File: config.mk
export PLATFORM = sky130hd
export DESIGN_NAME = shared_mem_ctrl
export DESIGN_NICKNAME = d
export VERILOG_FILES = /design/src/rtl/smc_pkg.sv /design/src/rtl/smc_seq.sv /design/src/rtl/smc_pins.sv /design/src/rtl/smc_rdcap.sv /design/src/rtl/shared_mem_ctrl.sv
export SDC_FILE = /design/constraint.sdc
export NUM_CORES = 1
export LEC_CHECK = 0
export ABC_AREA = 0
export BUFFER_PORTS_ARGS = -buffer_cell sky130_fd_sc_hd__buf_2
export CELL_PAD_IN_SITES_DETAIL_PLACEMENT = 2
export CELL_PAD_IN_SITES_GLOBAL_PLACEMENT = 2
export CORE_ASPECT_RATIO = 0.8
export CORE_MARGIN = 5
export CORE_UTILIZATION = 26
export CTS_BUF_LIST = sky130_fd_sc_hd__clkbuf_4
export CTS_CLUSTER_SIZE = 14
export DETAILED_ROUTE_END_ITERATION = 16
export HOLD_SLACK_MARGIN = 0.08
export PLACE_DENSITY_LB_ADDON = 0.1
export SLEW_MARGIN = 20
export SYNTH_ARGS = -nofsm -noshare
export SYNTH_HDL_FRONTEND = slang
export SYNTH_SLANG_ARGS = --single-unit
File: constraint.sdc
create_clock -name clk -period 2.3 [get_ports clk]
set_clock_uncertainty 0.1 [all_clocks]
set_input_delay 0.115 -clock clk [delete_from_list [all_inputs] [get_ports clk]]
set_output_delay 0.115 -clock clk [all_outputs]
set_load 0.02 [all_outputs]
File: src/rtl/smc_pkg.sv
package smc_pkg;
  typedef enum logic [2:0] {
    PH_IDLE   = 3'd0,
    PH_SETUP  = 3'd1,
    PH_STROBE = 3'd2,
    PH_HOLD   = 3'd3,
    PH_TURN   = 3'd4
  } phase_t;

  typedef enum logic {
    TGT_FLASH = 1'b0,
    TGT_PSRAM = 1'b1
  } tgt_t;

  // A die is selected in setup, strobe and hold.
  function automatic logic phase_busy(input phase_t p);
    return (p == PH_SETUP) || (p == PH_STROBE) || (p == PH_HOLD);
  endfunction
endpackage

File: src/rtl/smc_seq.sv
module smc_seq
  import smc_pkg::*;
#(
  parameter int AW         = 23,
  parameter int DW         = 16,
  parameter int BEW        = 2,
  parameter int STROBE_CYC = 7
) (
  input  logic           clk,
  input  logic           rst_n,
  input  logic           req_valid,
  input  logic           req_write,
  input  logic           req_sel,
  input  logic [AW-1:0]  req_addr,
  input  logic [DW-1:0]  req_wdata,
  input  logic [BEW-1:0] req_be,
  output logic           req_ready,
  output phase_t         phase,
  output tgt_t           tgt,
  output logic           wr,
  output logic [AW-1:0]  addr,
  output logic [DW-1:0]  wdata,
  output logic [BEW-1:0] be,
  output logic           strobe_last
);
  localparam int CNT_W = (STROBE_CYC > 1) ? $clog2(STROBE_CYC) : 1;

  logic [CNT_W-1:0] cnt;
  logic             accept;

  assign req_ready   = (phase == PH_IDLE);
  assign accept      = req_valid && req_ready;
  assign strobe_last = (phase == PH_STROBE) && (cnt == CNT_W'(STROBE_CYC - 1));

  always_ff @(posedge clk) begin
    if (!rst_n) begin
      phase <= PH_IDLE;
      cnt   <= '0;
      tgt   <= TGT_FLASH;
      wr    <= 1'b0;
      addr  <= '0;
      wdata <= '0;
      be    <= '0;
    end else begin
      case (phase)
        PH_IDLE: if (accept) begin
          phase <= PH_SETUP;
          tgt   <= tgt_t'(req_sel);
          wr    <= req_write;
          addr  <= req_addr;
          wdata <= req_wdata;
          be    <= req_be;
        end
        PH_SETUP: begin
          phase <= PH_STROBE;
          cnt   <= '0;
        end
        PH_STROBE: begin
          if (strobe_last) phase <= PH_HOLD;
          else             cnt   <= cnt + CNT_W'(1);
        end
        PH_HOLD: phase <= PH_TURN;
        PH_TURN: phase <= PH_IDLE;
        default: phase <= PH_IDLE;
      endcase
    end
  end
endmodule

File: src/rtl/smc_pins.sv
module smc_pins
  import smc_pkg::*;
#(
  parameter int AW        = 23,
  parameter int DW        = 16,
  parameter int BEW       = 2,
  parameter int SHARED_AW = 21
) (
  input  phase_t         phase,
  input  tgt_t           tgt,
  input  logic           wr,
  input  logic [AW-1:0]  addr,
  input  logic [DW-1:0]  wdata,
  input  logic [BEW-1:0] be,
  output logic [AW-1:0]  mem_addr,
  output logic [DW-1:0]  mem_dq_out,
  output logic           mem_dq_oe,
  output logic           fl_ce_n,
  output logic           fl_oe_n,
  output logic           fl_we_n,
  output logic           fl_addr_lat_n,
  output logic           ps_ce1_n,
  output logic           ps_ce2,
  output logic           ps_oe_n,
  output logic           ps_we_n,
  output logic           ps_ub_n,
  output logic           ps_lb_n
);
  localparam logic [AW-1:0] SHARED_MASK = {{(AW-SHARED_AW){1'b0}}, {SHARED_AW{1'b1}}};

  // Upper bits reach only the flash die; blank them for PSRAM cycles.
  function automatic logic [AW-1:0] gate_addr(input tgt_t t, input logic [AW-1:0] a);
    return (t == TGT_PSRAM) ? (a & SHARED_MASK) : a;
  endfunction

  logic busy, strobe, fl_sel, ps_sel;

  assign busy   = phase_busy(phase);
  assign strobe = (phase == PH_STROBE);
  assign fl_sel = busy && (tgt == TGT_FLASH);
  assign ps_sel = busy && (tgt == TGT_PSRAM);

  assign mem_addr   = busy ? gate_addr(tgt, addr) : '0;
  assign mem_dq_oe  = busy && wr;
  assign mem_dq_out = (busy && wr) ? wdata : '0;

  assign fl_ce_n       = !fl_sel;
  assign fl_oe_n       = !(fl_sel && strobe && !wr);
  assign fl_we_n       = !(fl_sel && strobe && wr);
  assign fl_addr_lat_n = !(fl_sel && (phase == PH_SETUP));

  assign ps_ce1_n = !ps_sel;
  assign ps_ce2   = 1'b1;
  assign ps_oe_n  = !(ps_sel && strobe && !wr);
  assign ps_we_n  = !(ps_sel && strobe && wr);
  assign ps_lb_n  = !(ps_sel && be[0]);
  assign ps_ub_n  = !(ps_sel && be[BEW-1]);
endmodule

File: src/rtl/smc_rdcap.sv
module smc_rdcap
  import smc_pkg::*;
#(
  parameter int DW  = 16,
  parameter int BEW = 2
) (
  input  logic           clk,
  input  logic           rst_n,
  input  logic           strobe_last,
  input  logic           wr,
  input  tgt_t           tgt,
  input  logic [BEW-1:0] be,
  input  logic [DW-1:0]  bus_in,
  output logic           rsp_valid,
  output logic [DW-1:0]  rsp_rdata
);
  // PSRAM returns only enabled bytes; flash returns the full word.
  function automatic logic [DW-1:0] mask_rd(input tgt_t t, input logic [BEW-1:0] b,
                                            input logic [DW-1:0] d);
    logic [DW-1:0] m;
    for (int i = 0; i < BEW; i++)
      m[i*8 +: 8] = (t == TGT_FLASH || b[i]) ? d[i*8 +: 8] : 8'h00;
    return m;
  endfunction

  always_ff @(posedge clk) begin
    if (!rst_n) begin
      rsp_valid <= 1'b0;
      rsp_rdata <= '0;
    end else begin
      rsp_valid <= strobe_last && !wr;
      if (strobe_last && !wr) rsp_rdata <= mask_rd(tgt, be, bus_in);
    end
  end
endmodule

File: src/rtl/shared_mem_ctrl.sv
module shared_mem_ctrl
  import smc_pkg::*;
#(
  parameter int ADDR_W     = 23,
  parameter int DATA_W     = 16,
  parameter int SHARED_AW  = 21,
  parameter int STROBE_CYC = 7
) (
  input  logic                  clk,
  input  logic                  rst_n,
  input  logic                  req_valid,
  output logic                  req_ready,
  input  logic                  req_write,
  input  logic                  req_sel,
  input  logic [ADDR_W-1:0]     req_addr,
  input  logic [DATA_W-1:0]     req_wdata,
  input  logic [DATA_W/8-1:0]   req_be,
  output logic                  rsp_valid,
  output logic [DATA_W-1:0]     rsp_rdata,
  output logic [ADDR_W-1:0]     mem_addr,
  output logic [DATA_W-1:0]     mem_dq_out,
  output logic                  mem_dq_oe,
  input  logic [DATA_W-1:0]     mem_dq_in,
  output logic                  fl_rst_n,
  output logic                  fl_ce_n,
  output logic                  fl_oe_n,
  output logic                  fl_we_n,
  output logic                  fl_addr_lat_n,
  output logic                  ps_ce1_n,
  output logic                  ps_ce2,
  output logic                  ps_oe_n,
  output logic                  ps_we_n,
  output logic                  ps_ub_n,
  output logic                  ps_lb_n
);
  localparam int BE_W = DATA_W / 8;

  phase_t            phase;
  tgt_t              tgt;
  logic              wr;
  logic [ADDR_W-1:0] addr;
  logic [DATA_W-1:0] wdata;
  logic [BE_W-1:0]   be;
  logic              strobe_last;

  always_ff @(posedge clk) begin
    if (!rst_n) fl_rst_n <= 1'b0;
    else        fl_rst_n <= 1'b1;
  end

  smc_seq #(.AW(ADDR_W), .DW(DATA_W), .BEW(BE_W), .STROBE_CYC(STROBE_CYC)) u_seq (
    .clk(clk), .rst_n(rst_n), .req_valid(req_valid), .req_write(req_write),
    .req_sel(req_sel), .req_addr(req_addr), .req_wdata(req_wdata), .req_be(req_be),
    .req_ready(req_ready), .phase(phase), .tgt(tgt), .wr(wr), .addr(addr),
    .wdata(wdata), .be(be), .strobe_last(strobe_last)
  );

  smc_pins #(.AW(ADDR_W), .DW(DATA_W), .BEW(BE_W), .SHARED_AW(SHARED_AW)) u_pins (
    .phase(phase), .tgt(tgt), .wr(wr), .addr(addr), .wdata(wdata), .be(be),
    .mem_addr(mem_addr), .mem_dq_out(mem_dq_out), .mem_dq_oe(mem_dq_oe),
    .fl_ce_n(fl_ce_n), .fl_oe_n(fl_oe_n), .fl_we_n(fl_we_n),
    .fl_addr_lat_n(fl_addr_lat_n), .ps_ce1_n(ps_ce1_n), .ps_ce2(ps_ce2),
    .ps_oe_n(ps_oe_n), .ps_we_n(ps_we_n), .ps_ub_n(ps_ub_n), .ps_lb_n(ps_lb_n)
  );

  smc_rdcap #(.DW(DATA_W), .BEW(BE_W)) u_rdcap (
    .clk(clk), .rst_n(rst_n), .strobe_last(strobe_last), .wr(wr), .tgt(tgt),
    .be(be), .bus_in(mem_dq_in), .rsp_valid(rsp_valid), .rsp_rdata(rsp_rdata)
  );
endmodule

==> metrics.txt, run 1 <==
most common library cells after synthesis=106 x nand2_1, 67 x dfxtp_1, 45 x a21oi_1; clock tree buffer depth=2; core area=10,900 um^2; final period utilization=91.0%; Net Count, Synth=429; routed vias=3,207; clk_lat worst skew=0.40 ns; gpl congestion=0.754; post-synth top area share=46.0%; Mapped Area=2920 um^2; CP max FO=7; DRT antenna net count=0; Leak=2.12 nW; Critical Path AT=1.88 ns; clock buffer count from CTS=9; DR pass1 iterations=4; Final Hold Slack=0.359 ns; H-tree levels=3; number of flops mapped to enable cells by yosys=0; Slew Limit Headroom=64.0%; Die X=128 um; area delta synth->final=51.4%; FP Rows=34; RSZ-0062 raised after global routing=false; min-delay worst type=flop to flop; TritonCTS Sinks=67; gr usage total=16.7%; sequential area share after synthesis=46.0%; initial core utilization=26.7%; clock transition at the registers of the reported paths=0.10 ns; worst path cell trace=buf_4 -> or3b_1 -> or3_1 -> buf_2; CTS tree=built; wire length of the first global-routing pass=18,100 um; Mapped Cells=365; Max Cap Viol=0; Die Area=13,400 um^2; layout cells sized above 1=28.7%; Peak Freq=478 MHz; # diodes=0; final hold vios=0; vias in the first global route=3,574; run status=finished, final reports clean; max-slew violation count=0; Root Buffer Master=clkbuf_4; port bufs=129; post-route setup TNS=0 ns; Post-Synthesis Mean Instance Area=7.99 um^2; DR vias/cell=4.62; cell taking the most area after synthesis=dfxtp_1; Iter 0 DRT Violations=119; DRC viols=0; Worst Path Required=2.09 ns; Synth warnings=0; CP startpoint kind=flop; maximum vdd drop=0.000241 V; Seq cells post-synth=67; Critical Path Sink Type=output port; Pwr Density=546 nW/um^2; FFs w/ async S/R, synth=0%; final wirelength=11,000 um; total gr overflow=0; final worst path period need=2.09 ns; Ports=131; # nets final=609; synth unique cells=33; Post-synth top flop=dfxtp_1; top cells by area, synth=dfxtp_1 46%, nand2_1 14%, a21oi_1 7.7%, mux2i_1 5.8%, and2_1 4.9%; WL per Instance=15.9 um; largest net degree at the start of global routing=49; Worst path slowest cell=or3b_1; post-DP HPWL=7320 um; critical path type=flop to output port; most numerous cell in the Yosys netlist=nand2_1; Worst Max-Slew Pin Slew=0.540 ns; die height=105 um; critical path's largest stage delay=0.43 ns; final setup vio count=0; initial antenna violation count=0
## area by class of cell
| class | instances | area [um^2] |
|---|---|---|
| clock buffer | 11 | 82.6 |
| clock inverter | 5 | 20.0 |
| fill | 1267 | 6520 |
| inverter | 4 | 15.0 |
| multi-input combinational | 260 | 1420 |
| sequential | 67 | 1340 |
| tap | 144 | 180 |
| timing repair buffer | 203 | 1350 |
## logic make-up after synthesis
kind of cell	Yosys count	share of synthesized area (%)
multiplexers	17	5.83
adder cells (fa/ha/maj)	2	0.858
AND/OR/NAND/NOR	171	27.7
flip-flops	67	46.0
other	1	0.129
buffers and inverters	38	5.71
XOR/XNOR	1	0.300
AO/OA/AOI/OAI	68	13.5
## cells in the final DEF, fill, tap and decap left out, types with 11 or more instances in the layout
master	count
dlygate4sd3_1	61
clkbuf_4	11
o211ai_1	17
buf_4	13
and3_1	18
mux2i_1	17
nand2_1	106
buf_2	129
and2_1	23
a21oi_1	45
dfxtp_1	66
## sequential cells by signal, summed over array words and instances, names as in the netlist
name	count
u_seq.be	2
u_seq.tgt	1
u_seq.phase	3
fl_rst_n	1
u_rdcap.rsp_valid	1
u_seq.wr	1
u_seq.addr	23
u_seq.wdata	16
u_seq.cnt	3
u_rdcap.rsp_rdata	16
## critical path, delay by kind of cell (launching register included)
kind	cells	cell delay [ns]
AND/OR/NAND/NOR	2	0.76
flip-flops	1	0.37
buffers and inverters	2	0.34
## repair_timing
action | in CTS | in global routing
setup endpoints to repair | 0 | 30
gates resized for setup | 0 | 1
endpoints found under the hold margin | 61 | 0
hold buffers | 61 | 0
buffers inserted | 0 | 0
## layer usage
metal | up-vias | GRT usage (%) | share of wire [%]
li1 | 1579 | - | -
met1 | 1548 | 18.8 | 41
met2 | 69 | 31.0 | 53
met3 | 11 | 4.64 | 5.2
met4 | 0 | 4.17 | 1.2
met5 | - | 0 | 0
## through the flow
step	total power, mW	std cells	setup WS, ns	util, %	area (um^2)
2_1_floorplan	1.54	365	0.480	-	2920
3_3_place_gp	1.72	617	0.354	33.8	3700
4_1_cts	2.46	694	0.0311	40.4	4410
3_5_place_dp	1.73	617	0.320	33.8	3700
6_report	2.41	694	0.208	40.4	4410
5_1_grt	2.57	694	0.0356	40.4	4410
## power breakdown
| part | switching [mW] | internal [mW] | total (mW) |
|---|---|---|---|
| logic | 0.284 | 0.223 | 0.507 |
| clock network | 0.400 | 0.232 | 0.632 |
| registers | 0.0479 | 1.22 | 1.27 |
| total | 0.732 | 1.68 | 2.41 |
## path summary, 6_finish.rpt
check,from,endpoint,slack [ns],depth (start not counted)
worst max-delay path,u_seq.phase[2],fl_oe_n,0.21,4
worst min-delay path,u_seq.wdata[2],u_seq.wdata[2],0.36,2
worst max register to register,u_seq.phase[0],u_seq.tgt,0.30,4
worst min register to register,u_seq.wdata[2],u_seq.wdata[2],0.36,2
Power figures use the tool's default switching activity.
==> run 2, diff against run 1 <==
--- a/config.mk
+++ b/config.mk
@@ -6,15 +6,15 @@
 export NUM_CORES = 1
 export LEC_CHECK = 0
 export ABC_AREA = 0
-export BUFFER_PORTS_ARGS = -buffer_cell sky130_fd_sc_hd__buf_2
 export CELL_PAD_IN_SITES_DETAIL_PLACEMENT = 2
 export CELL_PAD_IN_SITES_GLOBAL_PLACEMENT = 2
 export CORE_ASPECT_RATIO = 0.8
 export CORE_MARGIN = 5
-export CORE_UTILIZATION = 26
+export CORE_UTILIZATION = 35
 export CTS_BUF_LIST = sky130_fd_sc_hd__clkbuf_4
 export CTS_CLUSTER_SIZE = 14
 export DETAILED_ROUTE_END_ITERATION = 16
+export DONT_BUFFER_PORTS = 1
 export HOLD_SLACK_MARGIN = 0.08
 export PLACE_DENSITY_LB_ADDON = 0.1
 export SLEW_MARGIN = 20
==> metrics.txt, run 2 (same netlist as run 1, synthesis figures left out) <==
run status=finished, final reports clean; routed wl met2=6160 um (+5.8%); critical path type=flop to output port; sw frac=32.1% (+1.7 points); Top Registers=u_seq.addr x23, u_rdcap.rsp_rdata x16, u_seq.wdata x16; placed insts=451 (-27%); area of the multi-input gates=1420 um^2 (unchanged); DRT antenna net count=0 (unchanged); uppermost layer routed=met4; clock buffer count from CTS=9 (unchanged); Tot Pwr=2.45 mW (+1.5%); die height=91.6 um (-12%); Iter 0 DRT Violations=124 (+4.2%); post-DP HPWL=6600 um (-9.8%); worst setup path startpoint=u_seq.tgt; max reg flops=23 (unchanged); CP max FO=21 (+14); critical path's largest stage delay=0.61 ns (+0.18 ns); DR WL met3=657 um (+15%); # nets final=496 (-19%); filler instances=860 (-32%); # diodes=0 (unchanged); Max Cap Viol=0 (unchanged); port bufs=0 (-100%); Peak Freq=467 MHz (-2.3%); final hold vios=0 (unchanged); WL per Instance=21.0 um (+32%); Crit path depth=2 (-2); FP Rows=29 (-15%); routed vias=2,844 (-11%); wire length of the first global-routing pass=18,300 um (+0.76%); Comb pwr share=19.5% (-1.5 points); most common cell after layout, fill and taps aside=nand2_1; RR Startpoint=u_seq.tgt; gr usage total=22.5% (+5.7 points); wire length on met1=4430 um (-1.9%); layout cells sized above 1=7.32% (-21 points); final worst setup slack=0.158 ns (-0.0497 ns); initial core utilization=36.4% (+9.7 points); initial antenna violation count=0 (unchanged); Worst Path Required=2.09 ns (about the same); Worst path top cell family by delay=simple AND/OR/NAND/NOR gates; largest net degree at the start of global routing=39 (-20%); Pwr Density=626 nW/um^2 (+15%); TritonCTS Sinks=67 (unchanged); Die Area=10,300 um^2 (-24%); worst reg2reg path depth=4 (unchanged); post-cts resize count=0 (unchanged); final worst path period need=2.14 ns (+0.0497 ns); Worst path slowest cell=or3_1; min-delay worst type=input pin to flop; Clock power frac=28.5% (+2.3 points); final wirelength=11,500 um (+3.9%); commonest non-fill, non-tap cells in the layout=106 x nand2_1, 77 x dlygate4sd3_1, 67 x dfxtp_1, 45 x a21oi_1, 23 x and2_1; Root Buffer Master=clkbuf_4; placed cell area=3000 um^2 (-19%); Critical Path Sink Type=output port; DR vias/cell=5.22 (+13%); worst path cell trace=inv_1 -> or3_1; Storage cell area=1340 um^2 (about the same); R2R setup slack=0.18 ns (-0.12 ns); maximum vdd drop=0.000288 V (+20%); final setup vio count=0 (unchanged); Ports=131 (unchanged); DRC viols=0 (unchanged); clock tree buffer depth=2 (unchanged); Worst Max-Slew Pin Slew=0.735 ns (+0.195 ns); Critical Path AT=1.93 ns (+0.05 ns); Worst setup endpoint=ps_oe_n; RSZ-0062 raised after global routing=false; Placement Setup Slack=0.406 ns (+0.0868 ns); Die X=112 um (-13%); non-filler instance count after layout=545 (-21%); gpl congestion=0.704 (-6.6%); DR pass1 iterations=4 (unchanged); crit path buf inv count=1 (-1); Seq pwr share=51.9% (-0.8 points); internal power=1.66 mW (-1.0%); total gr overflow=0 (unchanged); CTS tree=built; max-slew violation count=0 (unchanged); Design Area, Final=3910 um^2 (-12%); Slew Limit Headroom=50.9% (-13 points); core area=8020 um^2 (-27%); clock transition at the registers of the reported paths=0.12 ns (+0.02 ns); H-tree levels=3 (unchanged); final period utilization=93.1% (+2.2 points); vias in the first global route=3,226 (-9.7%); Psw=786 uW (+7.4%); area delta synth->final=33.9%; Leak=1.58 nW (-26%); post-route setup TNS=0 ns (unchanged); CP startpoint kind=flop; Reg with most FFs=u_seq.addr; Hold Buf Count CTS=78 (+28%); clk_lat worst skew=0.41 ns (about the same); reg-to-reg endpoint=u_rdcap.rsp_rdata[14]; Post-CTS Setup Repair Bufs=0 (unchanged)
run 2: cell count changes in the layout (fill, tap and decap cells not counted):
cell,delta
buf_4,-1
buf_2,-129
clkinvlp_4,+2
dfxtp_1,+1
dfxtp_2,-1
buf_12,+1
dlygate4sd3_1,+16
clkinv_1,-4
clkinv_2,+2
run 2: area by class of cell:
| type | instances | area share [%] |
|---|---|---|
| well taps | 108 | 3.46 |
| repair buffers | 90 | 22.6 |
| flip-flops and latches | 67 | 34.3 |
| multi-input cells | 260 | 36.4 |
| clock inverters | 5 | 0.769 |
| clock buffers | 11 | 2.11 |
| inverters | 4 | 0.384 |
run 2: power by group through the flow:
stage | clock (mW) | combinational, mW | sequential [mW]
after global placement | 0 | 0.327 | 1.29
after detailed placement | 0 | 0.340 | 1.29
final | 0.697 | 0.478 | 1.27
after global routing | 0.778 | 0.524 | 1.28
after CTS | 0.715 | 0.468 | 1.27
after floorplan | 0 | 0.267 | 1.27
run 2: worst register-to-register path, delay by kind of cell, from the launching register on:
family | cells | cell delay, ns
compound gates | 1 | 0.22
mux | 1 | 0.15
flops | 1 | 0.41
buf+inv | 2 | 1.18
run 2: worst min-delay path by stage:
stage / startpoint / to / slack, ns / cells after the start
after floorplan: rst_n / fl_rst_n / 0.04 / 0
after global placement: rst_n / fl_rst_n / 0.05 / 0
after detailed placement: rst_n / fl_rst_n / 0.04 / 0
after CTS: req_valid / u_seq.addr[13] / 0.12 / 4
after global routing: req_valid / u_seq.wdata[9] / 0.13 / 4
final: req_valid / u_seq.addr[13] / 0.15 / 4
run 2: per-layer routing:
metal | global-route usage, % | up-vias
met4 | 6.41 | 0
met5 | 0 | -
met2 | 42.4 | 93
met1 | 24.0 | 1381
met3 | 7.30 | 18
li1 | - | 1352
run 2: metrics by stage:
step / util (%) / hold WS (ns)
2_1_floorplan: - / 0.0427
3_3_place_gp: 37.4 / 0.0450
3_5_place_dp: 37.4 / 0.0447
4_1_cts: 48.7 / 0.120
5_1_grt: 48.7 / 0.132
6_report: 48.7 / 0.150
==> run 3, diff against run 2 <==
--- a/config.mk
+++ b/config.mk
@@ -16,6 +16,7 @@
 export DETAILED_ROUTE_END_ITERATION = 16
 export DONT_BUFFER_PORTS = 1
 export HOLD_SLACK_MARGIN = 0.08
+export MAX_ROUTING_LAYER = met4
 export PLACE_DENSITY_LB_ADDON = 0.1
 export SLEW_MARGIN = 20
 export SYNTH_ARGS = -nofsm -noshare
==> metrics.txt, run 3 (same netlist as run 1, synthesis figures left out) <==
WL per Instance=21.1 um (+0.28%); most common cell after layout, fill and taps aside=nand2_1; Max Cap Viol=0 (unchanged); layout cells sized above 1=7.32% (unchanged); clk_lat worst skew=0.41 ns (about the same); Worst path slowest cell=or3_1; # diodes=0 (unchanged); FP Rows=29 (unchanged); TritonCTS Sinks=67 (unchanged); port bufs=0 (unchanged); gpl congestion=0.712 (+1.1%); hold depth=4 (unchanged); final wirelength=11,500 um (+0.28%); total gr overflow=0 (unchanged); Worst path top cell family by delay=simple AND/OR/NAND/NOR gates; initial antenna violation count=0 (unchanged); Iter 0 DRT Violations=100 (-19%); RSZ-0062 raised after global routing=false; commonest non-fill, non-tap cells in the layout=106 x nand2_1, 77 x dlygate4sd3_1, 67 x dfxtp_1, 45 x a21oi_1, 23 x and2_1; placed insts=451 (unchanged); sw frac=32.2% (about the same); post-DP HPWL=6600 um (unchanged); routed vias=2,838 (-0.21%); vias in the first global route=3,241 (+0.46%); die height=91.6 um (unchanged); CP startpoint kind=flop; Design Area, Final=3910 um^2 (unchanged); Root Buffer Master=clkbuf_4; max reg flops=23 (unchanged); Comb pwr share=19.5% (about the same); DRC viols=0 (unchanged); worst path cell trace=inv_1 -> or3_1; maximum vdd drop=0.000284 V (-1.3%); final worst path period need=2.15 ns (+0.00344 ns); Seq pwr share=51.9% (about the same); Crit path depth=2 (unchanged); # nets final=496 (unchanged); Ports=131 (unchanged); largest net degree at the start of global routing=39 (unchanged); fin util=48.7% (unchanged); Worst Max-Slew Pin Slew=0.743 ns (+0.00754 ns); final setup vio count=0 (unchanged); internal power=1.66 mW (about the same); post-route setup TNS=0 ns (unchanged); Top Registers=u_seq.addr x23, u_rdcap.rsp_rdata x16, u_seq.wdata x16; final hold vios=0 (unchanged); Worst Path Required=2.09 ns (about the same); area delta synth->final=33.9% (unchanged); Pwr Density=627 nW/um^2 (about the same); DR vias/cell=5.21 (-0.21%); Critical Path AT=1.93 ns (about the same); Peak Freq=466 MHz (-0.16%); critical path type=flop to output port; core area=8020 um^2 (unchanged); critical path's largest stage delay=0.61 ns (about the same); Leak=1.58 nW (unchanged); Psw=787 uW (+0.13%); filler instances=860 (unchanged); H-tree levels=3 (unchanged); Die X=112 um (unchanged); CTS tree=built; Critical Path Sink Type=output port; initial core utilization=36.4% (unchanged); clock transition at the registers of the reported paths=0.12 ns (about the same); clock tree buffer depth=2 (unchanged); Clock power frac=28.6% (about the same); min-delay worst type=input pin to flop; Slew Limit Headroom=50.4% (-0.50 points); crit path buf inv count=1 (unchanged); worst reg2reg path depth=4 (unchanged); Reg with most FFs=u_seq.addr; final period utilization=93.3% (+0.15 points); clock buffer count from CTS=9 (unchanged); Tot Pwr=2.45 mW (about the same); wire length of the first global-routing pass=18,300 um (unchanged); non-filler instance count after layout=545 (unchanged); DRT antenna net count=0 (unchanged); DR pass1 iterations=4 (unchanged); run status=finished, final reports clean; CP max FO=21 (unchanged); max-slew violation count=0 (unchanged); placed cell area=3000 um^2 (unchanged); gr usage total=23.2% (+0.69 points); Die Area=10,300 um^2 (unchanged)
## run 3: cell counts in the layout (fill, tap and decap cells not counted)
No cell type changed its count.
## run 3: final timing paths
kind	from	endpoint	slack [ns]
worst max-delay path	u_seq.tgt	ps_oe_n	0.15
worst min-delay path	req_valid	u_seq.wdata[9]	0.15
worst max register to register	u_seq.tgt	u_rdcap.rsp_rdata[14]	0.17
worst min register to register	u_seq.addr[21]	u_seq.addr[21]	0.36
## run 3: final cells by class
class | count | area, um^2 | area share [%]
Clock inverter | 5 | 30.0 | 0.769
Tap cell | 108 | 135 | 3.46
Inverter | 4 | 15.0 | 0.384
Multi-Input combinational cell | 260 | 1420 | 36.4
Timing Repair Buffer | 90 | 881 | 22.6
Clock buffer | 11 | 82.6 | 2.11
Sequential cell | 67 | 1340 | 34.3
## run 3: power by group through the flow
stage	Combinational [mW]	Sequential [mW]	Clock, mW
after CTS	0.468	1.27	0.715
after floorplan	0.267	1.27	0
after detailed placement	0.340	1.29	0
after global placement	0.327	1.29	0
final	0.478	1.27	0.699
after global routing	0.524	1.28	0.778
## run 3: worst reg2reg max path: stages, from the launching register on
cell and delay [ns]:
dfxtp_1 0.41, inv_1 0.59, o211ai_1 0.22, dlygate4sd3_1 0.60, mux2i_1 0.16
## run 3: through the flow
| stage | worst slack, ns | hold WS (ns) |
|---|---|---|
| finish | 0.155 | 0.154 |
| global route | 0.0299 | 0.136 |
| CTS | 0.152 | 0.120 |
| detailed placement | 0.406 | 0.0447 |
| global placement | 0.462 | 0.0450 |
| floorplan | 0.480 | 0.0427 |
## run 3: per-layer routing
metal	track usage (%)	part of all wire [%]
met1	24.7	40
met2	42.2	53
met3	6.64	5.1
met4	6.41	1.8
met5	-	0
## run 3: what timing repair did
action | CTS | global route
hold buffers | 78 | 0
resized for setup | 0 | 0
buffers inserted | 0 | 0
hold endpoints to repair | 67 | 0
